File: src/rtl/wdt_pkg.sv
package wdt_pkg;
  localparam int unsigned N_CH = 3;
  typedef enum logic [1:0] {
    REG_CUR  = 2'd0,
    REG_BITE = 2'd1,
    REG_BARK = 2'd2,
    REG_CTRL = 2'd3
  } reg_sel_e;
  localparam int unsigned CTRL_IEN = 0;
  localparam int unsigned CTRL_STS = 1;
  localparam int unsigned CTRL_REN = 2;
endpackage

File: src/rtl/wdt_channel.sv
module wdt_channel #(
  parameter int unsigned DW       = 32,
  parameter bit          HAS_BARK = 1'b0
) (
  input  logic          clk_i,
  input  logic          rst_ni,
  input  logic          tick_i,
  input  logic          wr_cur_i,
  input  logic          wr_bite_i,
  input  logic          wr_bark_i,
  input  logic          wr_ctrl_i,
  input  logic [DW-1:0] wdata_i,
  output logic [DW-1:0] cur_o,
  output logic [DW-1:0] bite_o,
  output logic [DW-1:0] bark_o,
  output logic [2:0]    ctrl_o,
  output logic          rst_req_o,
  output logic          irq_o
);
  import wdt_pkg::*;

  logic [DW-1:0] cur_q, bite_q;
  logic          ren_q;

  always_ff @(posedge clk_i or negedge rst_ni) begin
    if (!rst_ni) begin
      cur_q  <= '0;
      bite_q <= '0;
      ren_q  <= 1'b0;
    end else begin
      if (wr_cur_i)    cur_q <= wdata_i;   // write beats tick
      else if (tick_i) cur_q <= cur_q + 1'b1;
      if (wr_bite_i) bite_q <= wdata_i;
      if (wr_ctrl_i) ren_q  <= wdata_i[CTRL_REN];
    end
  end

  assign cur_o     = cur_q;
  assign bite_o    = bite_q;
  assign rst_req_o = ren_q && (cur_q >= bite_q);

  generate
    if (HAS_BARK) begin : g_bark
      logic [DW-1:0] bark_q;
      logic          ien_q, sts_q;
      logic          bark_hit;
      assign bark_hit = ien_q && (cur_q >= bark_q);

      always_ff @(posedge clk_i or negedge rst_ni) begin
        if (!rst_ni) begin
          bark_q <= '0;
          ien_q  <= 1'b0;
          sts_q  <= 1'b0;
        end else begin
          if (wr_bark_i) bark_q <= wdata_i;
          if (wr_ctrl_i) ien_q  <= wdata_i[CTRL_IEN];
          sts_q <= (sts_q && !(wr_ctrl_i && wdata_i[CTRL_STS])) || bark_hit;
        end
      end

      assign bark_o = bark_q;
      assign ctrl_o = {ren_q, sts_q, ien_q};
      assign irq_o  = sts_q && ien_q;

      AST_STS_SET_CAUSE: assert property (@(posedge clk_i) disable iff (!rst_ni)
        $rose(sts_q) |-> $past(ien_q && (cur_q >= bark_q)));
      AST_STS_STICKY: assert property (@(posedge clk_i) disable iff (!rst_ni)
        (sts_q && !(wr_ctrl_i && wdata_i[CTRL_STS])) |=> sts_q);
    end else begin : g_nobark
      assign bark_o = '0;
      assign ctrl_o = {ren_q, 2'b00};
      assign irq_o  = 1'b0;
    end
  endgenerate

  AST_WRITE_WINS: assert property (@(posedge clk_i) disable iff (!rst_ni)
    wr_cur_i |=> (cur_q == $past(wdata_i)));
  AST_TICK_STEP: assert property (@(posedge clk_i) disable iff (!rst_ni)
    (tick_i && !wr_cur_i) |=> (cur_q == $past(cur_q) + 1'b1));
  AST_IDLE_HOLD: assert property (@(posedge clk_i) disable iff (!rst_ni)
    (!tick_i && !wr_cur_i) |=> $stable(cur_q));
endmodule

File: src/rtl/wdt_rd_mux.sv
module wdt_rd_mux #(
  parameter int unsigned DW   = 32,
  parameter int unsigned N_CH = 3
) (
  input  logic                    rd_en_i,
  input  logic [1:0]              ch_i,
  input  logic [1:0]              sel_i,
  input  logic [N_CH-1:0][DW-1:0] cur_i,
  input  logic [N_CH-1:0][DW-1:0] bite_i,
  input  logic [N_CH-1:0][DW-1:0] bark_i,
  input  logic [N_CH-1:0][2:0]    ctrl_i,
  output logic [DW-1:0]           rdata_o
);
  import wdt_pkg::*;

  always_comb begin
    rdata_o = '0;
    if (rd_en_i && (32'(ch_i) < N_CH)) begin
      unique case (reg_sel_e'(sel_i))
        REG_CUR:  rdata_o = cur_i[ch_i];
        REG_BITE: rdata_o = bite_i[ch_i];
        REG_BARK: rdata_o = bark_i[ch_i];
        REG_CTRL: rdata_o = DW'(ctrl_i[ch_i]);
        default:  rdata_o = '0;
      endcase
    end
  end
endmodule

File: src/rtl/wdt_multi.sv
module wdt_multi #(
  parameter int unsigned DW     = 32,
  parameter int unsigned ADDR_W = 8
) (
  input  logic              clk_i,
  input  logic              rst_ni,
  input  logic              tick_i,
  input  logic              bus_valid_i,
  input  logic              bus_write_i,
  input  logic [ADDR_W-1:0] bus_addr_i,
  input  logic [DW-1:0]     bus_wdata_i,
  output logic [DW-1:0]     bus_rdata_o,
  output logic              rst_recovery_o,
  output logic              rst_system_o,
  output logic              irq_o
);
  import wdt_pkg::*;

  localparam int unsigned NC = N_CH;

  logic       addr_ok, wr_go, rd_go;
  logic [1:0] ch, sel;

  assign addr_ok = (bus_addr_i[1:0] == 2'b00) && (bus_addr_i[ADDR_W-1:6] == '0);
  assign ch      = bus_addr_i[5:4];
  assign sel     = bus_addr_i[3:2];
  assign wr_go   = bus_valid_i && bus_write_i && addr_ok;
  assign rd_go   = bus_valid_i && !bus_write_i && addr_ok;

  logic [NC-1:0][DW-1:0] cur_all, bite_all, bark_all;
  logic [NC-1:0][2:0]    ctrl_all;
  logic [NC-1:0]         rst_req, irq_req;

  generate
    for (genvar c = 0; c < NC; c++) begin : g_ch
      logic hit;
      assign hit = wr_go && (ch == 2'(c));
      wdt_channel #(
        .DW       (DW),
        .HAS_BARK (c == 0)
      ) u_ch (
        .clk_i     (clk_i),
        .rst_ni    (rst_ni),
        .tick_i    (tick_i),
        .wr_cur_i  (hit && (sel == REG_CUR)),
        .wr_bite_i (hit && (sel == REG_BITE)),
        .wr_bark_i (hit && (sel == REG_BARK)),
        .wr_ctrl_i (hit && (sel == REG_CTRL)),
        .wdata_i   (bus_wdata_i),
        .cur_o     (cur_all[c]),
        .bite_o    (bite_all[c]),
        .bark_o    (bark_all[c]),
        .ctrl_o    (ctrl_all[c]),
        .rst_req_o (rst_req[c]),
        .irq_o     (irq_req[c])
      );
    end
  endgenerate

  wdt_rd_mux #(
    .DW   (DW),
    .N_CH (NC)
  ) u_rd_mux (
    .rd_en_i (rd_go),
    .ch_i    (ch),
    .sel_i   (sel),
    .cur_i   (cur_all),
    .bite_i  (bite_all),
    .bark_i  (bark_all),
    .ctrl_i  (ctrl_all),
    .rdata_o (bus_rdata_o)
  );

  assign rst_recovery_o = rst_req[0];
  assign rst_system_o   = |rst_req[NC-1:1];
  assign irq_o          = |irq_req;

  AST_SYS_RST_ENABLED: assert property (@(posedge clk_i) disable iff (!rst_ni)
    rst_system_o |-> (ctrl_all[1][CTRL_REN] || ctrl_all[2][CTRL_REN]));
  AST_REC_RST_ENABLED: assert property (@(posedge clk_i) disable iff (!rst_ni)
    rst_recovery_o |-> ctrl_all[0][CTRL_REN]);
  AST_IRQ_NEEDS_EN: assert property (@(posedge clk_i) disable iff (!rst_ni)
    irq_o |-> ctrl_all[0][CTRL_IEN]);
endmodule

File: config.mk
export PLATFORM = sky130hd
export DESIGN_NAME = wdt_multi
export DESIGN_NICKNAME = d
export VERILOG_FILES = /design/src/rtl/wdt_pkg.sv /design/src/rtl/wdt_channel.sv /design/src/rtl/wdt_rd_mux.sv /design/src/rtl/wdt_multi.sv
export SDC_FILE = /design/constraint.sdc
export NUM_CORES = 1
export LEC_CHECK = 0
export BUFFER_PORTS_ARGS = -buffer_cell sky130_fd_sc_hd__buf_2
export CORE_MARGIN = 5
export CORE_UTILIZATION = 50
export CTS_CLUSTER_SIZE = 20
export DETAILED_ROUTE_END_ITERATION = 8
export PLACE_DENSITY = 0.67
export SYNTH_ARGS = -nofsm -noshare
export SYNTH_HDL_FRONTEND = slang
export SYNTH_SLANG_ARGS = --single-unit
export TNS_END_PERCENT = 50
File: constraint.sdc
create_clock -name clk_i -period 2.22 [get_ports clk_i]
set_input_delay 0.333 -clock clk_i [delete_from_list [all_inputs] [get_ports clk_i]]
set_output_delay 0.333 -clock clk_i [all_outputs]
set_load 0.1 [all_outputs]
After elaboration in Yosys (flattened, before gate mapping)
Cells that the tools add are included.

storage, ports and cells
  logic and storage cells = 79
  bits of input ports = 45
  flip-flop bits (word level) = 229
  output and inout bits = 35

operators by class
  equal/unequal tests = 5
  $add $sub $neg = 3
  multiplexer cells = 16
  reduce and logical (&&, ||, !) cells = 37
  magnitude comparators = 6

operators with widths
  cell                   number
  $mux 32                10
  $bmux 32 s2            3
  $ge 32x32->1           4
  $pmux 32 s4            1
  $add 32x1->32 const B  3
  $logic_and 1x1->1      26
  $logic_not 2->1        4
  $bmux 3 s2             1
  $eq 2x2->1 const B     3
  $reduce_bool 2->1      3
  $eq 2x1->1 const B     2
  $lt 2x3->1 const B     1
  $mux 3                 1
  $logic_not 1->1        2
  $lt 2x2->1 const B     1
  $reduce_or 2->1        1
  $logic_or 1x1->1       1

Logic depth before layout (Yosys ltp)
Gate-level depths: netlist of run 1.

  depth in word-level cells = 9
  mapped depth = 8
  gate-level depth less buffers = 8

Hierarchy
Synthesis of run 1 repeated with hierarchy kept, for this count alone.

second synthesis, totals
  cells, all modules = 1,951
  area, all modules = 17,151.4 µm²

modules (own cells, without submodules)
  module                          cells each  instances  seq. area each (µm²)  area each (µm²)
  wdt_channel (g_ch[1].u_ch ...)  457         2          1,626.6               4,134.0
  wdt_channel (g_ch[0].u_ch)      629         1          2,477.4               5,675.4
  wdt_rd_mux                      385         1          0.0                   3,051.7
  wdt_multi                       23          1          0.0                   156.4

Worst setup path before layout of run 1
OpenSTA, ideal clock, no wires.

  kind = input to output
  from = input port bus_addr_i[5]
  to = output port bus_rdata_o[11]
  stages on the path = 6
  arrival time = 3,707 ps
  path buffers = 3
  required time = 1,887 ps
  path slack = -1,820 ps
  path through = clkbuf_1 nor4b_1 clkbuf_1 buf_2 a221oi_1 a211oi_1

on the way
  cells in the longest elaborated chain, start to end = 4
  elaborated cells on any way between the ends = 10
  those cells by class = order compare: 1; mux: 8; reduce/logical: 1

RTL lines
  item                                   line                                                  RTL
  start: declaration                     wdt_multi.sv:10                                       input logic [ADDR_W-1:0] bus_addr_i,
  $bmux 32 s2, on equally long branches  wdt_rd_mux.sv:22, wdt_rd_mux.sv:20, wdt_rd_mux.sv:21
  $mux 32, on equally long branches      wdt_rd_mux.sv:22, wdt_rd_mux.sv:20, wdt_rd_mux.sv:21
  $pmux 32 s4                            wdt_rd_mux.sv:19                                      unique case (reg_sel_e'(sel_i))
  $mux 32 *                              wdt_rd_mux.sv:18                                      if (rd_en_i && (32'(ch_i) < N_CH)) begin
  end: declaration                       wdt_multi.sv:12                                       output logic [DW-1:0] bus_rdata_o,

Mark *: on every way between the ends. The rest lies on a longest branch, timed or not. The select of a mux whose other input is x is not followed.

Worst setup path in the final report of run 1
  from = register g_ch[2].u_ch.cur_q[5]
  to = output port rst_system_o

on the way
  cells in the longest elaborated chain, start to end = 3

RTL lines
  item                      line               RTL
  start: declaration        wdt_channel.sv:22  logic [DW-1:0] cur_q, bite_q;
  start signal: assignment  wdt_channel.sv:31  if (wr_cur_i) cur_q <= wdata_i;
  start signal: assignment  wdt_channel.sv:32  else if (tick_i) cur_q <= cur_q + 1'b1;
  $ge 32x32->1              wdt_channel.sv:40  assign rst_req_o = ren_q && (cur_q >= bite_q);
  $logic_and 1x1->1         wdt_channel.sv:40
  $reduce_or 2->1           wdt_multi.sv:75    assign rst_system_o = |rst_req[NC-1:1];
  end: declaration          wdt_multi.sv:14    output logic rst_system_o,

Every way passes these cells.

==> qor.txt, run 1 <==
=================================================================================
Main synth FF type                                                   sky130_fd_sc_hd__dfrtp_1
Number of enable flip-flop cells after synthesis                                0
Synthesized instance count                                                   1713
CP arrival                                                                2.71 ns
Normalized max-slew margin                                                  0.680
Total clock buffers created by CTS                                             28
Comb power frac                                                             0.273
Register bit total from synthesis                                             229
FFs w/ async S/R, synth                                                      1.00
Chip width                                                                 184 um
Run status                                                           finished, violations left
Cell at the root of the clock tree                                   sky130_fd_sc_hd__clkbuf_16
Post-route setup TNS                                                     -2.53 ns
Share of the clock period used by the worst path after layout                1.37
Finished layout cell area                                               20800 um2
Type of element capturing the critical path                            output pin
I/O pin count                                                                  80
Syn Area/Cell                                                            8.86 um2
Switching share of power                                                    0.314
Net Count, Synth                                                             1889
TritonCTS clock tree                                                         done
Layout Area Growth over Synthesis                                           36.9%
Fmax                                                                    0.328 GHz
Portion of synthesized cell area occupied by the leading cell type          0.378
Clock latency on the worst-skew pair                                      0.56 ns
Die outline height                                                         184 um
Length of the first detailed-routing pass in iterations                         5
Sw power                                                                  4.09 mW
Worst voltage drop across the vdd grid                                   0.522 mV
Share of synthesized area spent on multiplexers                            0.0996
Largest driver fanout on the critical path                                      2
Share of layout cells above drive strength 1                                0.303
Core footprint                                                          29800 um2
Failing checks                                                       setup timing
Row count                                                                      63
Kind of start point of the critical path                                flip-flop
Sequential fraction of the synthesis area                                   0.378
Xor/xnor share of the synthesized area                                     0.0537
Main combinational cell family by area after synthesis               simple AND/OR/NAND/NOR gates
Post-Route WL                                                             49.9 mm
Power Total                                                               13.0 mW
Number of endpoints with negative hold slack in the final report                0
Number of vias in the routed layout                                         14000
Antenna violations before repair                                                1
Final critical path time including I/O delays and setup                   3.05 ns
Die Outline Area                                                        33900 um2
First-pass GRT wire length                                                79.0 mm
Clock skew                                                              0.0131 ns
Final count of pins violating max slew                                          0
Cell accounting for the most synthesized area                        sky130_fd_sc_hd__dfrtp_1
Via count of the first global-routing pass                                  14500
Total congestion overflow after global routing                                  0
Setup repair after global routing missed its margin                           yes
Number of warnings printed during yosys synthesis                               0
Buffers from clock root to sink, at most                                        3
Post-placement cell area                                                19300 um2
Number of inserted diodes                                                       0
Least-Margin Pin Slew                                                    0.479 ns
Drt via density                                                              5.79
Simple-gate portion of the synthesized area                                 0.155
Antenna Violating Nets Remaining                                                0
Cell area after synthesis                                               15200 um2
Critical path class                                                  flip-flop to output pin
Post-Route Hold Slack                                                   0.0900 ns
Cell area power density                                                627 nW/um2
LEAKAGE                                                                   9.62 nW
Total internal power                                                      8.93 mW
Number of clock sinks                                                         229
Number of failing setup endpoints in the final timing report                   14
Number of maximum-capacitance violations                                        0
Utilization after layout                                                    0.697
Placer Congestion                                                           0.957
Critical path data required time                                          1.89 ns
Distinct cell type count of the synthesized netlist                            56
Initial Utilization                                                         0.509
Drc violations                                                                  0
Initial DRC Count                                                            1070
Largest incremental delay on the critical path                            0.46 ns
Largest net degree at the start of global routing                              65
Critical Path Most Common Cell                                       sky130_fd_sc_hd__a21oi_2
Min-delay worst type                                                 primary input to flip-flop
WL/cell                                                                   20.6 um
Top cells by area in the synthesized netlist                         sky130_fd_sc_hd__dfrtp_1 (38%), sky130_fd_sc_hd__ha_1 (11%), sky130_fd_sc_hd__o21ai_0 (5.9%)
Clk pin slew, worst setup/hold paths                                      0.06 ns
Net count, final                                                             2180
Relative contribution of sequential cells to total power                    0.363
Synth Area in Adders                                                        0.108
PnR worst setup slack                                                   -0.828 ns
H-Tree Depth                                                                    1
Clock network fraction of design power                                      0.364
Area fraction in compound gates after synthesis                             0.150
Input/output buffers                                                           79
Cell with the largest stage delay on the worst path                  sky130_fd_sc_hd__a221oi_2
Placed wire-length estimate after detailed placement                      37.3 mm
CP cell instances                                                    ha_1, a21oi_2, o21ai_1, a221oi_2, nor4_4, a21oi_2, nand4_1, buf_12
Total routing usage reported by global routing                              0.293
=================================================================================
## cells in the final DEF, fill, tap and decap left out, types with 19 or more instances in the layout
cell type / count
sky130_fd_sc_hd__nor2_1: 111
sky130_fd_sc_hd__dfrtp_1: 228
sky130_fd_sc_hd__mux2_2: 72
sky130_fd_sc_hd__a21oi_2: 19
sky130_fd_sc_hd__xor2_1: 55
sky130_fd_sc_hd__a221oi_2: 19
sky130_fd_sc_hd__mux2i_1: 59
sky130_fd_sc_hd__nand2_1: 233
sky130_fd_sc_hd__nand4_1: 36
sky130_fd_sc_hd__nand3_1: 37
sky130_fd_sc_hd__a211oi_4: 29
sky130_fd_sc_hd__buf_12: 63
sky130_fd_sc_hd__buf_4: 219
sky130_fd_sc_hd__clkbuf_16: 29
sky130_fd_sc_hd__o21ai_1: 25
sky130_fd_sc_hd__a21oi_1: 93
sky130_fd_sc_hd__xnor2_1: 38
sky130_fd_sc_hd__ha_1: 125
sky130_fd_sc_hd__o21ai_0: 143
sky130_fd_sc_hd__buf_2: 42
sky130_fd_sc_hd__inv_1: 131
## layer usage
layer  GRT usage  up-vias  share of wire
li1            -     6555              -
met1       0.398     6879           0.44
met2       0.477      463           0.47
met3      0.0468       99          0.061
met4       0.101        2          0.033
met5           0        -        0.00014
## power groups by stage
| stage | combinational, mW | sequential [mW] | clock, mW |
|---|---|---|---|
| 4_1_cts | 3.47 | 4.72 | 4.76 |
| 3_3_place_gp | 3.10 | 4.76 | 0 |
| 2_1_floorplan | 1.57 | 4.90 | 0 |
| 6_report | 3.56 | 4.73 | 4.74 |
| 5_1_grt | 3.85 | 4.76 | 4.95 |
| 3_5_place_dp | 3.16 | 4.78 | 0 |
## cell usage after synthesis (3+ instances only)
master / instances
sky130_fd_sc_hd__nand4_1: 36
sky130_fd_sc_hd__a21o_1: 16
sky130_fd_sc_hd__clkbuf_1: 58
sky130_fd_sc_hd__mux2i_1: 70
sky130_fd_sc_hd__o21ai_0: 178
sky130_fd_sc_hd__nor4_1: 5
sky130_fd_sc_hd__nand2_1: 236
sky130_fd_sc_hd__and3_1: 17
sky130_fd_sc_hd__inv_1: 132
sky130_fd_sc_hd__a31oi_1: 3
sky130_fd_sc_hd__a211oi_1: 37
sky130_fd_sc_hd__ha_1: 131
sky130_fd_sc_hd__a221oi_1: 30
sky130_fd_sc_hd__xor2_1: 55
sky130_fd_sc_hd__buf_2: 22
sky130_fd_sc_hd__nand3b_1: 3
sky130_fd_sc_hd__xnor2_1: 38
sky130_fd_sc_hd__buf_1: 4
sky130_fd_sc_hd__and4_1: 7
sky130_fd_sc_hd__nor2b_1: 5
sky130_fd_sc_hd__and2_1: 3
sky130_fd_sc_hd__nor3_1: 13
sky130_fd_sc_hd__a21oi_1: 114
sky130_fd_sc_hd__nor3_2: 3
sky130_fd_sc_hd__nor2_1: 115
sky130_fd_sc_hd__or3_1: 3
sky130_fd_sc_hd__dfrtp_1: 229
sky130_fd_sc_hd__mux2_2: 72
sky130_fd_sc_hd__nand2b_1: 5
sky130_fd_sc_hd__nand3_1: 38
sky130_fd_sc_hd__o211ai_1: 6
## timing repair
item / in CTS / in global routing
gates cloned: 1 / 0
pin swaps: 45 / 41
buffers inserted: 7 / 12
gates resized for setup: 75 / 59
endpoints found under the setup margin: 35 / 53
hold buffers: 1 / 0
hold endpoints to repair: 49 / 0
## cell type report
cell class                 instances  area, um2
clock inverter                     6       82.6
multi-input combinational       1267       9730
sequential                       229       5730
timing repair buffer             346       3390
tap                              390        488
fill                            2298       9020
clock buffer                      46        860
inverter                         132        495
## critical path: cells and delay by family (launching register included)
family	cells	cell delay, ns
flops	1	0.38
simple gates	2	0.36
fa+ha+maj	1	0.32
compound gates	4	0.84
buf+inv	1	0.26
## flip-flops by register name, summed over array words and instances, names as in the netlist
signal                  flops
g_ch.u_ch.g_bark.sts_q      1
g_ch.u_ch.cur_o            96
g_ch.u_ch.g_bark.ien_q      1
g_ch.u_ch.bite_o           96
g_ch.u_ch.bark_o           32
g_ch.u_ch.ren_q             3
## path summary, 6_finish.rpt
check / startpoint / depth (start not counted) / to / slack [ns]
min: bus_wdata_i[20] / 3 / g_ch[1].u_ch.bite_o[20]$_DFFE_PN0P_ / 0.09
max: g_ch[2].u_ch.cur_o[5]$_DFFE_PN0P_ / 8 / rst_system_o / -0.83
min in group asynchronous: rst_ni / 2 / g_ch[1].u_ch.bite_o[9]$_DFFE_PN0P_ / 0.30
max reg2reg: g_ch[0].u_ch.cur_o[0]$_DFFE_PN0P_ / 13 / g_ch[0].u_ch.g_bark.sts_q$_DFF_PN0_ / -0.26
min reg2reg: g_ch[0].u_ch.bite_o[27]$_DFFE_PN0P_ / 1 / g_ch[0].u_ch.bite_o[27]$_DFFE_PN0P_ / 0.53
max in group asynchronous: rst_ni / 3 / g_ch[0].u_ch.bark_o[25]$_DFFE_PN0P_ / 1.15
## metrics by stage
step | setup WS (ns) | instances
floorplan | -0.450 | 1713
CTS | -0.775 | 2413
global route | -0.932 | 2416
finish | -0.828 | 2416
global placement | -0.301 | 2355
detailed placement | -0.356 | 2355
## cells by family (layout without fill, tap and decap cells)
kind of cell	after synthesis	in the layout
AOI/OAI and AO/OA	395	395
and+or+nand+nor	506	506
DFF	229	229
buffers and inverters	217	530
muxes	142	142
adders and majority gates	131	131
xor gates and xnor gates	93	93
(Power assumes the default switching activity.)
==> run 2: changes to the inputs <==
--- a/config.mk
+++ b/config.mk
@@ -6,6 +6,7 @@
 export NUM_CORES = 1
 export LEC_CHECK = 0
 export BUFFER_PORTS_ARGS = -buffer_cell sky130_fd_sc_hd__buf_2
+export CORE_ASPECT_RATIO = 1.2
 export CORE_MARGIN = 5
 export CORE_UTILIZATION = 50
 export CTS_CLUSTER_SIZE = 20
==> run 2 against run 1 <==
Against the previous run:
- the flow still finishes with violations (setup timing)
- clock skew is essentially flat
- clock power is 2% higher
- critical path depth grew 2
- register-to-register slack better by 0.30 ns
- count of clock-buffer cells in the layout shrank 7
- design area grew 0.69%
- final cell count grew 0.25%
- non-clock buffer count up 5
- sequential power about the same
- maximum frequency is 0.37% lower
- critical endpoint unchanged
==> qor.txt, run 2 (synthesized netlist as in run 1, its figures left out) <==
===============================================================================
Input/output buffers                                                         79
Start point of the critical path                                   g_ch[1].u_ch.bite_o[2]$_DFFE_PN0P_
CP arrival                                                              2.73 ns
Cell at the root of the clock tree                                 sky130_fd_sc_hd__clkbuf_16
Fmax                                                                  0.327 GHz
Failing checks                                                     setup timing
Origin of the critical flop-to-flop path                           g_ch[1].u_ch.cur_o[18]$_DFFE_PN0P_
Share of layout cells above drive strength 1                              0.313
Number of clock sinks                                                       229
Footprint of the multi-input gates                                     9860 um2
Least-Margin Pin Slew                                                  0.597 ns
Core footprint                                                        30200 um2
Hold Path Origin                                                   bus_wdata_i[12]
Initial Utilization                                                       0.502
Drc violations                                                                0
Normalized max-slew margin                                                0.602
Final critical path time including I/O delays and setup                 3.06 ns
Number of vias in the routed layout                                       14100
Most common library cell in the layout ignoring fill and taps      sky130_fd_sc_hd__nand2_1
Placed wire-length estimate after detailed placement                    38.5 mm
Final non-filler cell total                                                2422
WL/cell                                                                 21.6 um
Net count, final                                                           2184
Placer Congestion                                                         0.968
Post-placement cell area                                              19200 um2
Cell with the largest stage delay on the worst path                sky130_fd_sc_hd__dfrtp_1
Commonest non-fill, non-tap cells in the layout                    sky130_fd_sc_hd__nand2_1 (233), sky130_fd_sc_hd__dfrtp_1 (227), sky130_fd_sc_hd__buf_4 (220), sky130_fd_sc_hd__o21ai_0 (145), sky130_fd_sc_hd__inv_1 (128)
Post-Route WL                                                           52.2 mm
LEAKAGE                                                                 9.59 nW
Chip width                                                               169 um
Layout Area Growth over Synthesis                                         37.9%
Total buffers and inverters traversed by the critical path                    3
Share of the clock period used by the worst path after layout              1.38
Largest net degree at the start of global routing                            71
First-pass GRT wire length                                              81.6 mm
Setup repair after global routing missed its margin                         yes
Critical path data required time                                        1.89 ns
Drt via density                                                            5.81
Number of endpoints with negative hold slack in the final report              0
Critical Path Most Common Cell                                     sky130_fd_sc_hd__o21ai_0
Via count of the first global-routing pass                                14600
TritonCTS clock tree                                                       done
Largest delay contributor family on the critical path              compound AO/OA/AOI/OAI gates
H-Tree Depth                                                                  1
Total congestion overflow after global routing                                0
Number of maximum-capacitance violations                                      0
Final count of pins violating max slew                                        0
Row count                                                                    70
Length of the first detailed-routing pass in iterations                       5
Clk pin slew, worst setup/hold paths                                    0.06 ns
Type of element capturing the critical path                          output pin
Number of failing setup endpoints in the final timing report                 18
Fill count                                                                 2238
Area of all sequential standard cells                                  5730 um2
Cell area power density                                              621 nW/um2
Clock latency on the worst-skew pair                                    0.56 ns
Die outline height                                                       201 um
Largest driver fanout on the critical path                                    2
Total clock buffers created by CTS                                           27
Buffers from clock root to sink, at most                                      3
Utilization after layout                                                  0.692
Largest incremental delay on the critical path                          0.35 ns
Antenna Violating Nets Remaining                                              0
Run status                                                         finished, violations left
Die Outline Area                                                      33900 um2
Power Total                                                             13.0 mW
Kind of start point of the critical path                              flip-flop
Total routing usage reported by global routing                            0.303
Finished layout cell area                                             20900 um2
Min-delay worst type                                               primary input to flip-flop
Cell count after placement                                                 2363
Number of inserted diodes                                                     0
PnR worst setup slack                                                 -0.839 ns
CP cell instances                                                  inv_1, ha_1, o21ai_0, o21ai_0, buf_4, nand4b_1, o211ai_1, nand3_1, nand4_1, buf_12
Clock skew                                                            0.0128 ns
Antenna violations before repair                                              1
Worst voltage drop across the vdd grid                                 0.581 mV
Critical path class                                                flip-flop to output pin
Initial DRC Count                                                          1089
I/O pin count                                                                80
===============================================================================
## run 2: cell count changes in the layout (fill, tap and decap cells not counted), sizes merged
cell	change
bufbuf	-1
bufinv	+3
clkinvlp	-1
buf	+5
clkbuf	-6
## run 2: routing by layer
| metal | global-route usage | vias up | wire length, um |
|---|---|---|---|
| met5 | 0 | - | 10 |
| met4 | 0.151 | 2 | 3080 |
| met3 | 0.0355 | 160 | 3000 |
| met2 | 0.520 | 509 | 25700 |
| met1 | 0.377 | 6825 | 20400 |
| li1 | - | 6571 | - |
## run 2: worst register-to-register path: stages (launching register included)
cell and delay, ns:
sky130_fd_sc_hd__dfrtp_1 0.36, sky130_fd_sc_hd__buf_4 0.14, sky130_fd_sc_hd__and3_4 0.19, sky130_fd_sc_hd__nand3_2 0.10, sky130_fd_sc_hd__or3_1 0.53, sky130_fd_sc_hd__nor4_1 0.38, sky130_fd_sc_hd__buf_4 0.17, sky130_fd_sc_hd__xnor2_1 0.12
sky130_fd_sc_hd__o21ai_2 0.06
## run 2: cell type report
| cell class | instances | share of cell area |
|---|---|---|
| clock inverters | 8 | 0.00789 |
| repair buffers | 351 | 0.162 |
| inverters | 132 | 0.0237 |
| flip-flops and latches | 229 | 0.274 |
| clock buffers | 39 | 0.0373 |
| well taps | 396 | 0.0237 |
| multi-input cells | 1267 | 0.471 |
## run 2: worst paths after layout
path | end | cells past startpoint | slack [ns]
setup / recovery | rst_system_o | 10 | -0.84
hold reg to reg | g_ch[0].u_ch.bite_o[10]$_DFFE_PN0P_ | 1 | 0.54
hold / removal | g_ch[2].u_ch.cur_o[12]$_DFFE_PN0P_ | 3 | 0.09
setup reg to reg | g_ch[1].u_ch.cur_o[26]$_DFFE_PN0P_ | 8 | 0.04
min in group asynchronous | g_ch[0].u_ch.cur_o[29]$_DFFE_PN0P_ | 2 | 0.36
max in group asynchronous | g_ch[0].u_ch.cur_o[1]$_DFFE_PN0P_ | 3 | 1.15
## run 2: what timing repair did
| action | 4_1_cts | 5_1_grt |
|---|---|---|
| cloned | 1 | 1 |
| hold buffers | 1 | 0 |
| pin swaps | 47 | 55 |
| setup endpoints to repair | 34 | 44 |
| gates resized for setup | 70 | 88 |
| hold endpoints to repair | 63 | 0 |
| buffers inserted | 6 | 10 |
## run 2: report_power, final
group	leakage, nW	switching [mW]	internal, mW
Sequential	2.83	0.212	4.50
Clock	0.465	1.85	3.00
Combinational	6.30	1.95	1.49
Total	9.59	4.02	8.99
## run 2: stage by stage
step	hold WS (ns)	TNS (ns)	setup slack, ns
floorplan	0.0374	-6.75	-0.450
global placement	0.353	-13.05	-0.503
detailed placement	0.351	-13.23	-0.504
CTS	0.0758	-2.35	-0.804
global route	0.0960	-3.93	-0.901
finish	0.0923	-2.24	-0.839
==> run 3: changes to the inputs <==
--- a/config.mk
+++ b/config.mk
@@ -11,7 +11,7 @@
 export CORE_UTILIZATION = 50
 export CTS_CLUSTER_SIZE = 20
 export DETAILED_ROUTE_END_ITERATION = 8
-export PLACE_DENSITY = 0.67
+export PLACE_DENSITY = 0.7
 export SYNTH_ARGS = -nofsm -noshare
 export SYNTH_HDL_FRONTEND = slang
 export SYNTH_SLANG_ARGS = --single-unit
==> run 3 against run 2 <==
Against the previous run:
- the run still ends with setup timing left
- sequential power about the same
- critical path depth down 2
- setup slack improved by 0.0085 ns
- clock skew increased by 0.012 ns
- largest cell class unchanged
- first-iteration DRC count rose by 5.1%
- sequential cell count did not move
- combinational power is 5% higher
- maximum frequency is 0.28% higher
- core utilization fell by 0.35 points
==> qor.txt, run 3 (synthesized netlist as in run 1, its figures left out) <==
===============================================================================
Run status                                                         finished, violations left
Failing checks                                                     setup timing
Routed length on met2                                                   25.9 mm
Placer Congestion                                                         0.951
Placed wire-length estimate after detailed placement                    37.9 mm
Antenna Violating Nets Remaining                                              0
Total clock buffers created by CTS                                           27
Fmax                                                                  0.328 GHz
Worst voltage drop across the vdd grid                                 0.632 mV
Total internal power                                                    8.72 mW
Initial DRC Count                                                          1145
LEAKAGE                                                                 9.55 nW
Core footprint                                                        30200 um2
Total buffers and inverters traversed by the critical path                    2
TritonCTS clock tree                                                       done
Critical path data required time                                        1.89 ns
Type of element capturing the critical path                          output pin
Final critical path time including I/O delays and setup                 3.05 ns
Buffers from clock root to sink, at most                                      3
Clk pin slew, worst setup/hold paths                                    0.06 ns
Largest incremental delay on the critical path                          0.48 ns
Cell count after placement                                                 2361
Length of the first detailed-routing pass in iterations                       5
Share of layout cells above drive strength 1                              0.311
Die Outline Area                                                      33900 um2
Post-Route Hold Slack                                                 0.0835 ns
Comb power frac                                                           0.281
Top layer used by detailed routing                                         met5
Kind of start point of the critical path                              flip-flop
Critical path class                                                flip-flop to output pin
Clock latency on the worst-skew pair                                    0.55 ns
Cell at the root of the clock tree                                 sky130_fd_sc_hd__clkbuf_16
Die outline height                                                       201 um
Routed length on met1                                                   20.0 mm
Total routing usage reported by global routing                            0.297
Net count, final                                                           2182
I/O pin count                                                                80
Relative contribution of sequential cells to total power                  0.370
Commonest non-fill, non-tap cells in the layout                    sky130_fd_sc_hd__nand2_1 (233), sky130_fd_sc_hd__dfrtp_1 (227), sky130_fd_sc_hd__buf_4 (217), sky130_fd_sc_hd__o21ai_0 (145), sky130_fd_sc_hd__inv_1 (127)
Switching share of power                                                  0.318
Number of vias in the routed layout                                       14300
Cell with the largest stage delay on the worst path                sky130_fd_sc_hd__or4b_4
Row count                                                                    70
Most common library cell in the layout ignoring fill and taps      sky130_fd_sc_hd__nand2_1
Drt via density                                                            5.89
Largest delay contributor family on the critical path              simple AND/OR/NAND/NOR gates
CP arrival                                                              2.72 ns
Cell area power density                                              614 nW/um2
Number of endpoints with negative hold slack in the final report              0
Number of clock sinks                                                       229
Largest net degree at the start of global routing                            58
Min-delay worst type                                               primary input to flip-flop
H-Tree Depth                                                                  1
Number of maximum-capacitance violations                                      0
Normalized max-slew margin                                                0.642
Via count of the first global-routing pass                                14900
CP cell instances                                                  inv_1, ha_1, and4_1, or4b_4, nor3_2, o21ai_1, nand4_1, buf_12
Total congestion overflow after global routing                                0
Sw power                                                                4.07 mW
Clock network fraction of design power                                    0.349
Chip width                                                               169 um
Clock skew                                                            0.0245 ns
Final non-filler cell total                                                2419
Largest driver fanout on the critical path                                    2
Share of the clock period used by the worst path after layout              1.37
Initial Utilization                                                       0.502
Layout Area Growth over Synthesis                                         37.2%
WL/cell                                                                 21.3 um
First-pass GRT wire length                                              80.9 mm
Input/output buffers                                                         79
Final count of pins violating max slew                                        0
Setup repair after global routing missed its margin                         yes
Least-Margin Pin Slew                                                  0.531 ns
Number of inserted diodes                                                     0
DR WL met3                                                              2.73 mm
Number of failing setup endpoints in the final timing report                 13
PnR worst setup slack                                                 -0.831 ns
Antenna violations before repair                                              1
Drc violations                                                                0
Fill count                                                                 2241
Post-Route WL                                                           51.4 mm
===============================================================================
-- run 3: final timing paths --
check                                                         start                            endpoint  slack (ns)  depth (start not counted)
worst max-delay path            g_ch[2].u_ch.bite_o[11]$_DFFE_PN0P_                        rst_system_o       -0.83                          8
worst min-delay path                                 bus_wdata_i[7]   g_ch[2].u_ch.cur_o[7]$_DFFE_PN0P_        0.08                          3
worst max register to register    g_ch[0].u_ch.cur_o[0]$_DFFE_PN0P_  g_ch[0].u_ch.cur_o[26]$_DFFE_PN0P_        0.03                         10
worst min register to register   g_ch[0].u_ch.bark_o[1]$_DFFE_PN0P_  g_ch[0].u_ch.bark_o[1]$_DFFE_PN0P_        0.54                          1
max in group asynchronous                                    rst_ni  g_ch[1].u_ch.cur_o[10]$_DFFE_PN0P_        1.22                          3
min in group asynchronous                                    rst_ni  g_ch[1].u_ch.cur_o[28]$_DFFE_PN0P_        0.29                          2
-- run 3: layer usage --
metal	global-route usage	vias up
met3	0.0388	167
met4	0.137	2
met1	0.359	7020
li1	-	6558
met5	0	-
met2	0.523	510
-- run 3: stage by stage --
step	TNS (ns)	worst slack, ns	power, mW	util	area [um2]
3_3_place_gp	-1.14	-0.287	7.84	0.637	19200
3_5_place_dp	-1.30	-0.301	7.95	0.637	19200
6_report	-2.39	-0.831	12.8	0.689	20800
5_1_grt	-3.99	-0.916	13.3	0.689	20800
2_1_floorplan	-6.75	-0.450	6.47	-	16000
4_1_cts	-2.45	-0.785	12.6	0.676	20400
-- run 3: worst register-to-register path, cell delays in order, from the launching register on --
cell and delay (ns):
sky130_fd_sc_hd__dfrtp_1 0.38, sky130_fd_sc_hd__buf_4 0.12, sky130_fd_sc_hd__buf_4 0.12, sky130_fd_sc_hd__ha_2 0.18, sky130_fd_sc_hd__nand4_1 0.23, sky130_fd_sc_hd__buf_4 0.25
sky130_fd_sc_hd__nor4_2 0.24, sky130_fd_sc_hd__buf_4 0.21, sky130_fd_sc_hd__nand3_2 0.09, sky130_fd_sc_hd__xor2_1 0.15, sky130_fd_sc_hd__a21oi_1 0.14
-- run 3: final cells by class --
type | count | area [um2] | share of cell area
inverter | 132 | 495 | 0.0238
sequential | 229 | 5730 | 0.275
tap | 396 | 495 | 0.0238
clock inverter | 6 | 83.8 | 0.00403
timing repair buffer | 349 | 3390 | 0.163
multi-input combinational | 1267 | 9840 | 0.473
clock buffer | 40 | 774 | 0.0372
-- run 3: power groups by stage --
stage	clock, mW	combinational, mW	sequential (mW)
after floorplan	0	1.57	4.90
after global placement	0	3.08	4.76
after detailed placement	0	3.16	4.79
after CTS	4.49	3.39	4.71
after global routing	4.65	3.89	4.77
final	4.46	3.60	4.73
-- run 3: repair_timing --
action                                  CTS  global route
endpoints found under the setup margin   34            62
pin swaps                                42            58
resized for setup                        70            86
hold buffers                              1             0
endpoints found under the hold margin    42             0
setup buffers                            12             8
